===== src/rtl/codec_cfg_pkg.sv =====
package codec_cfg_pkg;

  localparam int unsigned CMD_ADDR_W = 8;
  localparam int unsigned CMD_DATA_W = 16;
  localparam int unsigned LIST_LEN   = 4;
  localparam int unsigned HI_LSB     = 8;

  typedef enum logic [0:0] {
    SEQ_IDLE = 1'b0,
    SEQ_RUN  = 1'b1
  } seq_state_t;

  // Register index written by list entry k (order is behaviour).
  function automatic logic [CMD_ADDR_W-2:0] entry_reg(input int unsigned k);
    case (k)
      0:       entry_reg = 7'h02;
      1:       entry_reg = 7'h04;
      2:       entry_reg = 7'h18;
      default: entry_reg = 7'h1A;
    endcase
  endfunction

  // Entry k carries the record-source code instead of a volume.
  function automatic logic entry_is_src(input int unsigned k);
    entry_is_src = (k == 3);
  endfunction

endpackage


===== src/rtl/cfg_index_ctr.sv =====
module cfg_index_ctr #(
  parameter int unsigned N_ENTRIES = 4,
  localparam int unsigned IDX_W = (N_ENTRIES > 1) ? $clog2(N_ENTRIES) : 1
) (
  input  logic             clk,
  input  logic             rst_n,
  input  logic             adv_en,
  output logic [IDX_W-1:0] idx_q,
  output logic [IDX_W-1:0] idx_nxt
);

  localparam logic [IDX_W-1:0] LAST = IDX_W'(N_ENTRIES - 1);

  logic [IDX_W-1:0] idx_r;

  always_comb begin
    if (idx_r == LAST) idx_nxt = '0;
    else               idx_nxt = idx_r + 1'b1;
  end

  always_ff @(posedge clk or negedge rst_n) begin
    if (!rst_n)      idx_r <= '0;
    else if (adv_en) idx_r <= idx_nxt;
  end

  assign idx_q = idx_r;

endmodule


===== src/rtl/cfg_entry_map.sv =====
module cfg_entry_map
  import codec_cfg_pkg::*;
#(
  parameter int unsigned N_ENTRIES = LIST_LEN,
  parameter int unsigned VOL_W     = 5,
  parameter int unsigned SRC_W     = 3,
  localparam int unsigned IDX_W = (N_ENTRIES > 1) ? $clog2(N_ENTRIES) : 1
) (
  input  logic [IDX_W-1:0]      idx,
  input  logic [VOL_W-1:0]      vol,
  input  logic [SRC_W-1:0]      src,
  output logic [CMD_ADDR_W-1:0] addr,
  output logic [CMD_DATA_W-1:0] data
);

  logic [CMD_DATA_W-1:0] vol_word;
  logic [CMD_DATA_W-1:0] src_word;

  always_comb begin
    vol_word = '0;
    vol_word[HI_LSB +: VOL_W] = vol;
    vol_word[0 +: VOL_W]      = vol;
    src_word = '0;
    src_word[HI_LSB +: SRC_W] = src;
    src_word[0 +: SRC_W]      = src;
  end

  logic [CMD_ADDR_W-1:0] addr_tab [N_ENTRIES];
  logic [CMD_DATA_W-1:0] data_tab [N_ENTRIES];

  for (genvar g = 0; g < N_ENTRIES; g++) begin : g_entry
    assign addr_tab[g] = {1'b0, entry_reg(g)};
    if (entry_is_src(g)) begin : g_src
      assign data_tab[g] = src_word;
    end else begin : g_vol
      assign data_tab[g] = vol_word;
    end
  end

  assign addr = addr_tab[idx];
  assign data = data_tab[idx];

endmodule


===== src/rtl/cfg_ctrl_fsm.sv =====
module cfg_ctrl_fsm
  import codec_cfg_pkg::*;
(
  input  logic clk,
  input  logic rst_n,
  input  logic codec_ready,
  input  logic frame_rdy,
  output logic load_en,
  output logic adv_en,
  output logic use_next,
  output logic running
);

  seq_state_t state_q, state_d;

  always_comb begin
    state_d  = state_q;
    load_en  = 1'b0;
    adv_en   = 1'b0;
    use_next = 1'b0;
    case (state_q)
      SEQ_IDLE: begin
        if (codec_ready) begin
          load_en = 1'b1;
          state_d = SEQ_RUN;
        end
      end
      SEQ_RUN: begin
        if (frame_rdy) begin
          load_en  = 1'b1;
          adv_en   = 1'b1;
          use_next = 1'b1;
        end
      end
      default: state_d = SEQ_IDLE;
    endcase
  end

  always_ff @(posedge clk or negedge rst_n) begin
    if (!rst_n) state_q <= SEQ_IDLE;
    else        state_q <= state_d;
  end

  assign running = (state_q == SEQ_RUN);

endmodule


===== src/rtl/codec_cfg_seq.sv =====
module codec_cfg_seq
  import codec_cfg_pkg::*;
#(
  parameter int unsigned N_ENTRIES = LIST_LEN,
  parameter int unsigned VOL_W     = 5,
  parameter int unsigned SRC_W     = 3
) (
  input  logic                  clk,
  input  logic                  rst_n,
  input  logic                  codec_ready_i,
  input  logic                  frame_rdy_i,
  input  logic [SRC_W-1:0]      src_sel_i,
  input  logic [VOL_W-1:0]      vol_i,
  output logic [CMD_ADDR_W-1:0] cmd_addr_o,
  output logic [CMD_DATA_W-1:0] cmd_data_o,
  output logic                  cmd_vld_o
);

  localparam int unsigned IDX_W = (N_ENTRIES > 1) ? $clog2(N_ENTRIES) : 1;

  logic             load_en, adv_en, use_next, running;
  logic [IDX_W-1:0] idx_q, idx_nxt, idx_sel;
  logic [CMD_ADDR_W-1:0] map_addr;
  logic [CMD_DATA_W-1:0] map_data;
  logic [CMD_ADDR_W-1:0] addr_q;
  logic [CMD_DATA_W-1:0] data_q;
  logic                  vld_q;

  cfg_ctrl_fsm u_fsm (
    .clk         (clk),
    .rst_n       (rst_n),
    .codec_ready (codec_ready_i),
    .frame_rdy   (frame_rdy_i),
    .load_en     (load_en),
    .adv_en      (adv_en),
    .use_next    (use_next),
    .running     (running)
  );

  cfg_index_ctr #(.N_ENTRIES(N_ENTRIES)) u_idx (
    .clk     (clk),
    .rst_n   (rst_n),
    .adv_en  (adv_en),
    .idx_q   (idx_q),
    .idx_nxt (idx_nxt)
  );

  assign idx_sel = use_next ? idx_nxt : idx_q;

  cfg_entry_map #(
    .N_ENTRIES (N_ENTRIES),
    .VOL_W     (VOL_W),
    .SRC_W     (SRC_W)
  ) u_map (
    .idx  (idx_sel),
    .vol  (vol_i),
    .src  (src_sel_i),
    .addr (map_addr),
    .data (map_data)
  );

  always_ff @(posedge clk or negedge rst_n) begin
    if (!rst_n) begin
      addr_q <= '0;
      data_q <= '0;
    end else if (load_en) begin
      addr_q <= map_addr;
      data_q <= map_data;
    end
  end

  always_ff @(posedge clk or negedge rst_n) begin
    if (!rst_n) vld_q <= 1'b0;
    else        vld_q <= running | load_en;
  end

  assign cmd_addr_o = addr_q;
  assign cmd_data_o = data_q;
  assign cmd_vld_o  = vld_q;

endmodule


===== config.mk =====
export PLATFORM = sky130hd
export DESIGN_NAME = codec_cfg_seq
export DESIGN_NICKNAME = d
export VERILOG_FILES = /design/src/rtl/codec_cfg_pkg.sv /design/src/rtl/cfg_index_ctr.sv /design/src/rtl/cfg_entry_map.sv /design/src/rtl/cfg_ctrl_fsm.sv /design/src/rtl/codec_cfg_seq.sv
export SDC_FILE = /design/constraint.sdc
export NUM_CORES = 1
export LEC_CHECK = 0
export BUFFER_PORTS_ARGS = -buffer_cell sky130_fd_sc_hd__buf_2
export CORE_UTILIZATION = 44
export CTS_BUF_LIST = sky130_fd_sc_hd__clkbuf_2 sky130_fd_sc_hd__clkbuf_4 sky130_fd_sc_hd__clkbuf_8
export DETAILED_ROUTE_END_ITERATION = 7
export PLACE_DENSITY = 0.87
export REMOVE_ABC_BUFFERS = 1
export SLEW_MARGIN = 25
export SYNTH_ARGS = -nofsm -noshare
export SYNTH_HDL_FRONTEND = slang
export SYNTH_SLANG_ARGS = --single-unit

===== constraint.sdc =====
create_clock -name clk -period 2.5 [get_ports clk]
set_clock_uncertainty 0.05 [all_clocks]
set_input_delay 0.375 -clock clk [delete_from_list [all_inputs] [get_ports clk]]
set_output_delay 0.375 -clock clk [all_outputs]
set_load 0.05 [all_outputs]

==> results of run 1 <==
==> layout make-up <==
type                       instances  share of cell area, %
clock buffer                       4                   4.06
inverter                           4                   2.03
multi-input combinational         37                   34.2
sequential                        11                   37.2
tap                               15                   2.54
timing repair buffer              28                   20.0
==> per-stage QoR <==
| stage | instances | hold slack, ps | total power [µW] | worst slack (ps) |
|---|---|---|---|---|
| 2_1_floorplan | 52 | 29.4 | 743 | 658 |
| 3_3_place_gp | 94 | 198 | 850 | 729 |
| 3_5_place_dp | 94 | 202 | 877 | 651 |
| 4_1_cts | 99 | 264 | 1010 | 637 |
| 5_1_grt | 99 | 269 | 1060 | 561 |
| 6_report | 99 | 264 | 1000 | 651 |
==> flip-flops by register name, summed over array words and instances, names as in the netlist <==
signal,flops
u_idx.idx_q,2
cmd_data_o,5
cmd_addr_o,3
u_fsm.running,1
==> worst max-delay path by stage <==
stage | start | endpoint | slack (ps) | depth (start not counted)
final | u_idx.idx_q[0] | cmd_addr_o[1] | 650 | 5
after global routing | u_idx.idx_q[0] | cmd_addr_o[1] | 560 | 5
after CTS | u_idx.idx_q[0] | cmd_addr_o[1] | 640 | 5
after detailed placement | u_idx.idx_q[0] | cmd_addr_o[1] | 650 | 5
after global placement | u_idx.idx_q[0] | cmd_addr_o[1] | 730 | 5
after floorplan | u_fsm.running | cmd_addr_o[1] | 660 | 3
==> cell families (layout without fill, tap and decap cells) <==
| logic type | Yosys count | in the layout | synth area share [%] |
|---|---|---|---|
| simple gates | 10 | 10 | 7.47 |
| compound gates | 9 | 9 | 12.4 |
| mux | 6 | 6 | 10.0 |
| flops | 11 | 11 | 43.2 |
| fa+ha+maj | 2 | 2 | 3.93 |
| other cells | 1 | 10 | 0.589 |
| buf+inv | 21 | 36 | 22.4 |
==> synthesized netlist by cell type <==
library cell              count
sky130_fd_sc_hd__buf_4       17
sky130_fd_sc_hd__dfrtp_1     11
sky130_fd_sc_hd__nor2_1       5
sky130_fd_sc_hd__inv_1        4
sky130_fd_sc_hd__a21oi_2      3
sky130_fd_sc_hd__mux2_2       3
sky130_fd_sc_hd__mux2i_1      3
sky130_fd_sc_hd__a21oi_1      2
sky130_fd_sc_hd__ha_1         2
sky130_fd_sc_hd__nand3_1      2
sky130_fd_sc_hd__o21ai_0      2
sky130_fd_sc_hd__a32oi_4      1
sky130_fd_sc_hd__and3_1       1
sky130_fd_sc_hd__conb_1       1
sky130_fd_sc_hd__nand2_2      1
sky130_fd_sc_hd__o21ai_1      1
sky130_fd_sc_hd__or2_2        1
==> cell usage in the layout, fill, tap and decap left out, types with 2 or more instances in the layout <==
cell type,netlist,final
sky130_fd_sc_hd__inv_1,4,4
sky130_fd_sc_hd__conb_1,1,10
sky130_fd_sc_hd__mux2i_1,3,3
sky130_fd_sc_hd__o21ai_0,2,2
sky130_fd_sc_hd__clkbuf_4,0,4
sky130_fd_sc_hd__buf_2,0,26
sky130_fd_sc_hd__dfrtp_1,11,11
sky130_fd_sc_hd__nor2_1,5,5
sky130_fd_sc_hd__nand3_1,2,2
sky130_fd_sc_hd__ha_1,2,2
sky130_fd_sc_hd__a21oi_1,2,2
sky130_fd_sc_hd__mux2_2,3,3
sky130_fd_sc_hd__a21oi_2,3,3
==> timing repair <==
| action | 4_1_cts | 5_1_grt |
|---|---|---|
| setup endpoints to repair | 0 | 0 |
| hold endpoints to repair | 11 | 0 |
| gates resized for setup | 0 | 0 |
| hold buffers | 1 | 0 |
==> routing by layer <==
layer	wire length [µm]	GRT usage, %	up-vias
met5	0	0	-
met4	32	15.5	0
met3	73	1.67	4
met2	538	23.0	27
met1	453	20.9	201
li1	-	-	219
==> worst max-delay path: stages, from the launching register on <==
cell and delay [ps]:
sky130_fd_sc_hd__dfrtp_1 430, sky130_fd_sc_hd__ha_1 320, sky130_fd_sc_hd__and3_1 190, sky130_fd_sc_hd__a21oi_1 220, sky130_fd_sc_hd__ha_1 270, sky130_fd_sc_hd__mux2_2 260
==> report_power, final <==
part / internal (µW) / total (µW) / leakage [µW] / switching, µW
sequential: 239 / 289 / 0.000127 / 50.2
combinational: 154 / 582 / 0.000254 / 428
clock: 72.6 / 132 / 0.0000184 / 58.9
==> out/qor.yml, run 1 <==
seq_area_frac_synth_pct: 43.2
ys.warnings.count: 0
die_area_mm2: 0.00160
critical_path.endpoint_type: "flip-flop"
wl_mm: 1.10
whs_endpoint: "u_fsm.running"
initial_core_utilization_pct: 48.3
final_nets: 99
antenna_cells_inserted: 0
via_count: 451
ys_seq_elements: 11
die_y_um: 40.0
max_freq_mhz: 541
first_global_vias: 352
total_leakage_power_uw: 0.000399
grt_max_degree: 12
worst-endpoint-required_ps: 2600
r2r_cells: 5
timing.critical_path.from_type: "flip-flop"
tns_ps: 0
worst_vdd_ir_uv: 600
multi_input_gate_area_um2: 253
area_delta_synth_final_pct: 16.1
global_route.usage.total_pct: 16.1
std_cell_rows: 13
ant_nets: 0
worst_hold_path.num_cells: 2
ff_latch_area_um2: 275
floorplan.die.width_um: 40.0
design.core.area_mm2: 0.00132
placed_cell_area_um2: 699
finalHoldViolCount: 0
critPathKind: "flip-flop to flip-flop"
post_cts.repair.setup_buffers: 0
ys_types: 17
finish.utilization_pct: 56.1
power_density_mw_per_mm2: 1360
drv.max_cap_violation_count: 0
drt-pass1-iter-count: 4
synth_cells: 60
clock_sink_count: 11
viasPerCell: 4.56
numPortBuffers: 26
clk_pin_slew_ps: 70
dr.first_iter.drc_count: 4
layout_min_cycle_time_ps: 1850
wire_per_inst_um: 11.1
ctsLongestPathBuffers: 2
globalRoute.totalOverflow: 0
yosysTopAreaCellShare_pct: 43.2
syn-cell-area_um2: 637
antenna_found_initial: 0
post-route-period-util_pct: 74.0
cts_tree: "done"
globalplace.congestion: 0.690
drc_errors: 0
worst_hold_startpoint: "codec_ready_i"
worst_r2r_endpoint: "cmd_addr_o[1]"
critical_path.max_fanout: 4
cts_root_buf: "sky130_fd_sc_hd__clkbuf_4"
worst_ep_arrival_time_ps: 1950
cts_bufs_inserted: 3
timing_max_transition_violations_final: 0
synth_top_area_cell: "sky130_fd_sc_hd__dfrtp_1"
post_synth_main_area_contributors: "sky130_fd_sc_hd__dfrtp_1, sky130_fd_sc_hd__buf_4, sky130_fd_sc_hd__mux2_2, sky130_fd_sc_hd__mux2i_1, sky130_fd_sc_hd__a32oi_4"
n_fill_cell: 122
timing.hold.worst.class: "primary input to flip-flop"
setup_repair_after_global_routing_missed_its_margin: "false"
fin_area_um2: 739
ff2ff_setup_slack_ps: 650
htree_levels: 1
setup_violations: 0
final_layout_size_suffix_gt1_share_pct: 47.6
grt_first_pass_wirelength_mm: 1.58
status: "finished, final reports clean"
crit-reg2reg-launch: "u_idx.idx_q[0]"
ioPinCount: 37
clock_latency_ps: 270
postSynthAreaPerCell_um2: 10.6
post-dp-hpwl_um: 900
(Power assumes the default switching activity.)
==> run 2, diff against run 1 <==
Settings changed: CORE_UTILIZATION 44 to 40, PLACE_DENSITY 0.87 to 0.84.
Clock period 2.5 ns to 1.6 ns, I/O delays scaled along.
==> out/qor.yml, run 2 (same netlist as run 1, synthesis figures left out) <==
clk_pin_slew_ps: 70  # about the same
die_y_um: 41.9  # +4.6%
number_of_flip_flops_in_the_largest_register: 5  # unchanged
drv.max_cap_violation_count: 0  # unchanged
clock_latency_ps: 260  # about the same
drc_errors: 0  # unchanged
post-dp-hpwl_um: 850  # -5.5%
grt_first_pass_wirelength_mm: 1.92  # +21%
numPortBuffers: 26  # unchanged
critical_path.max_fanout: 3  # -1
worst-endpoint-required_ps: 1690  # -910 ps
timing_max_transition_violations_final: 0  # unchanged
crit_chain: "buf_4 -> buf_6 -> nor2_2 -> mux2_4 -> ha_4 -> mux2_4"
first_global_vias: 446  # +27%
final_nets: 109  # +10%
antenna_cells_inserted: 0  # unchanged
setup_violations: 1  # +1
tns_ps: -2.79  # -2.79 ps
switching_share_pct: 48.8  # -4.8 points
share_comb_of_total_power_pct: 66.3  # +8.3 points
timing.final.ws_setup_ps: -2.79  # -653 ps
floorplan.die.width_um: 41.9  # +4.6%
worst_ep_arrival_time_ps: 1700  # -250 ps
antenna_found_initial: 0  # unchanged
htree_levels: 1  # unchanged
critPathKind: "flip-flop to flip-flop"
post-route-period-util_pct: 100  # +26 points
wl_mm: 1.16  # +5.8%
viasPerCell: 4.37  # -4.0%
critical-path-max-stage-delay_ps: 400  # -30 ps
power_frac_seq_pct: 23.1  # -5.7 points
area_delta_synth_final_pct: 37.3
cell_internal_power_uw: 981  # +110%
layout.cells.most_common: "sky130_fd_sc_hd__buf_2"
total_leakage_power_uw: 0.000458  # +15%
design.core.area_mm2: 0.00149  # +13%
timing.critical_path.from_type: "flip-flop"
worst_vdd_ir_uv: 1270  # +110%
final_layout_size_suffix_gt1_share_pct: 59.6  # +12 points
globalplace.congestion: 0.748  # +8.4%
pre_cts_setup_slack_ps: -142  # -793 ps
finalHoldViolCount: 0  # unchanged
via_count: 481  # +6.7%
timing.hold.worst.class: "primary input to flip-flop"
ant_nets: 0  # unchanged
globalRoute.totalOverflow: 0  # unchanged
global_route.usage.total_pct: 14.0  # -2.1 points
max_freq_mhz: 624  # +15%
power_density_mw_per_mm2: 2190  # +61%
path_common_cell: "sky130_fd_sc_hd__mux2_4"
clock_sink_count: 11  # unchanged
cts_tree: "done"
most-common-layout-cells: "sky130_fd_sc_hd__buf_2, sky130_fd_sc_hd__dfrtp_1, sky130_fd_sc_hd__conb_1, sky130_fd_sc_hd__buf_4"
grt_max_degree: 13  # +1
ioPinCount: 37  # unchanged
initial_core_utilization_pct: 42.8  # -5.6 points
violations: "setup timing"
std_cell_rows: 14  # +1
die_area_mm2: 0.00176  # +9.5%
drt-pass1-iter-count: 4  # unchanged
status: "complete, but fails checks"
n_fill_cell: 132  # +8.2%
clkPwrFrac_pct: 10.5  # -2.6 points
ctsLongestPathBuffers: 2  # unchanged
fin_hold_ws_ps: 145  # -120 ps
count_of_non_filler_cells_in_the_finished_layout: 110  # +11%
numPlacedInstances: 101  # +7.4%
cts_bufs_inserted: 3  # unchanged
timing.critical_path.slowest_stage_cell: "sky130_fd_sc_hd__dfrtp_1"
critical_path.endpoint_type: "flip-flop"
cts_root_buf: "sky130_fd_sc_hd__clkbuf_4"
wire_per_inst_um: 10.6  # -4.7%
dr.first_iter.drc_count: 3  # -1
p_switching_uw: 933  # +74%
layout_min_cycle_time_ps: 1600  # -247 ps
setup_repair_after_global_routing_missed_its_margin: "true"
==> run 2: what timing repair did <==
| item | in CTS | in global routing |
|---|---|---|
| hold endpoints to repair | 11 | 0 |
| gates resized for setup | 3 | 7 |
| endpoints found under the setup margin | 4 | 7 |
| hold buffers | 1 | 0 |
| pin swaps | 1 | 3 |
| setup buffers | 2 | 2 |
==> run 2: final timing paths <==
kind	startpoint	endpoint	slack, ps	cells after the start
worst min-delay path	codec_ready_i	u_fsm.running	140	2
worst min register to register	cmd_addr_o[2]	cmd_addr_o[2]	470	1
max in group asynchronous	rst_n	cmd_addr_o[3]	940	2
min in group asynchronous	rst_n	cmd_data_o[8]	360	2
worst max register to register	u_idx.idx_q[0]	cmd_addr_o[1]	-3	6
worst max-delay path	u_idx.idx_q[0]	cmd_addr_o[1]	-3	6
==> run 2: metrics by stage <==
| stage | utilization (%) | total power (µW) | area, µm² |
|---|---|---|---|
| global placement | 50.1 | 1430 | 746 |
| detailed placement | 50.1 | 1480 | 746 |
| CTS | 54.6 | 1760 | 813 |
| finish | 58.7 | 1910 | 875 |
| floorplan | - | 1160 | 543 |
| global route | 58.7 | 2030 | 875 |
==> run 2: worst max-delay path: cells and delay by family, from the launching register on <==
family	cells	cell delay, ps
flops	1	400
buf+inv	2	230
simple gates	1	40
mux	2	540
fa+ha+maj	1	240
==> run 2: routing by layer <==
metal	share of wire, %	up-vias	track usage, %
li1	-	239	-
met1	41	220	16.5
met2	53	22	26.6
met3	6.1	0	2.61
met4	0	0	1.94
met5	0	-	0
==> run 2: area by class of cell <==
type | count | area (µm²) | area share (%)
tap | 16 | 20.0 | 2.29
inverter | 4 | 15.0 | 1.72
multi-input combinational | 37 | 308 | 35.2
sequential | 11 | 275 | 31.5
clock buffer | 4 | 30.0 | 3.43
timing repair buffer | 38 | 226 | 25.9
==> run 2: power groups by stage <==
stage	combinational, µW	sequential, µW	clock [µW]
2_1_floorplan	308	852	0
3_3_place_gp	1000	428	0
3_5_place_dp	1040	437	0
4_1_cts	1130	432	207
5_1_grt	1350	459	218
6_report	1270	443	201
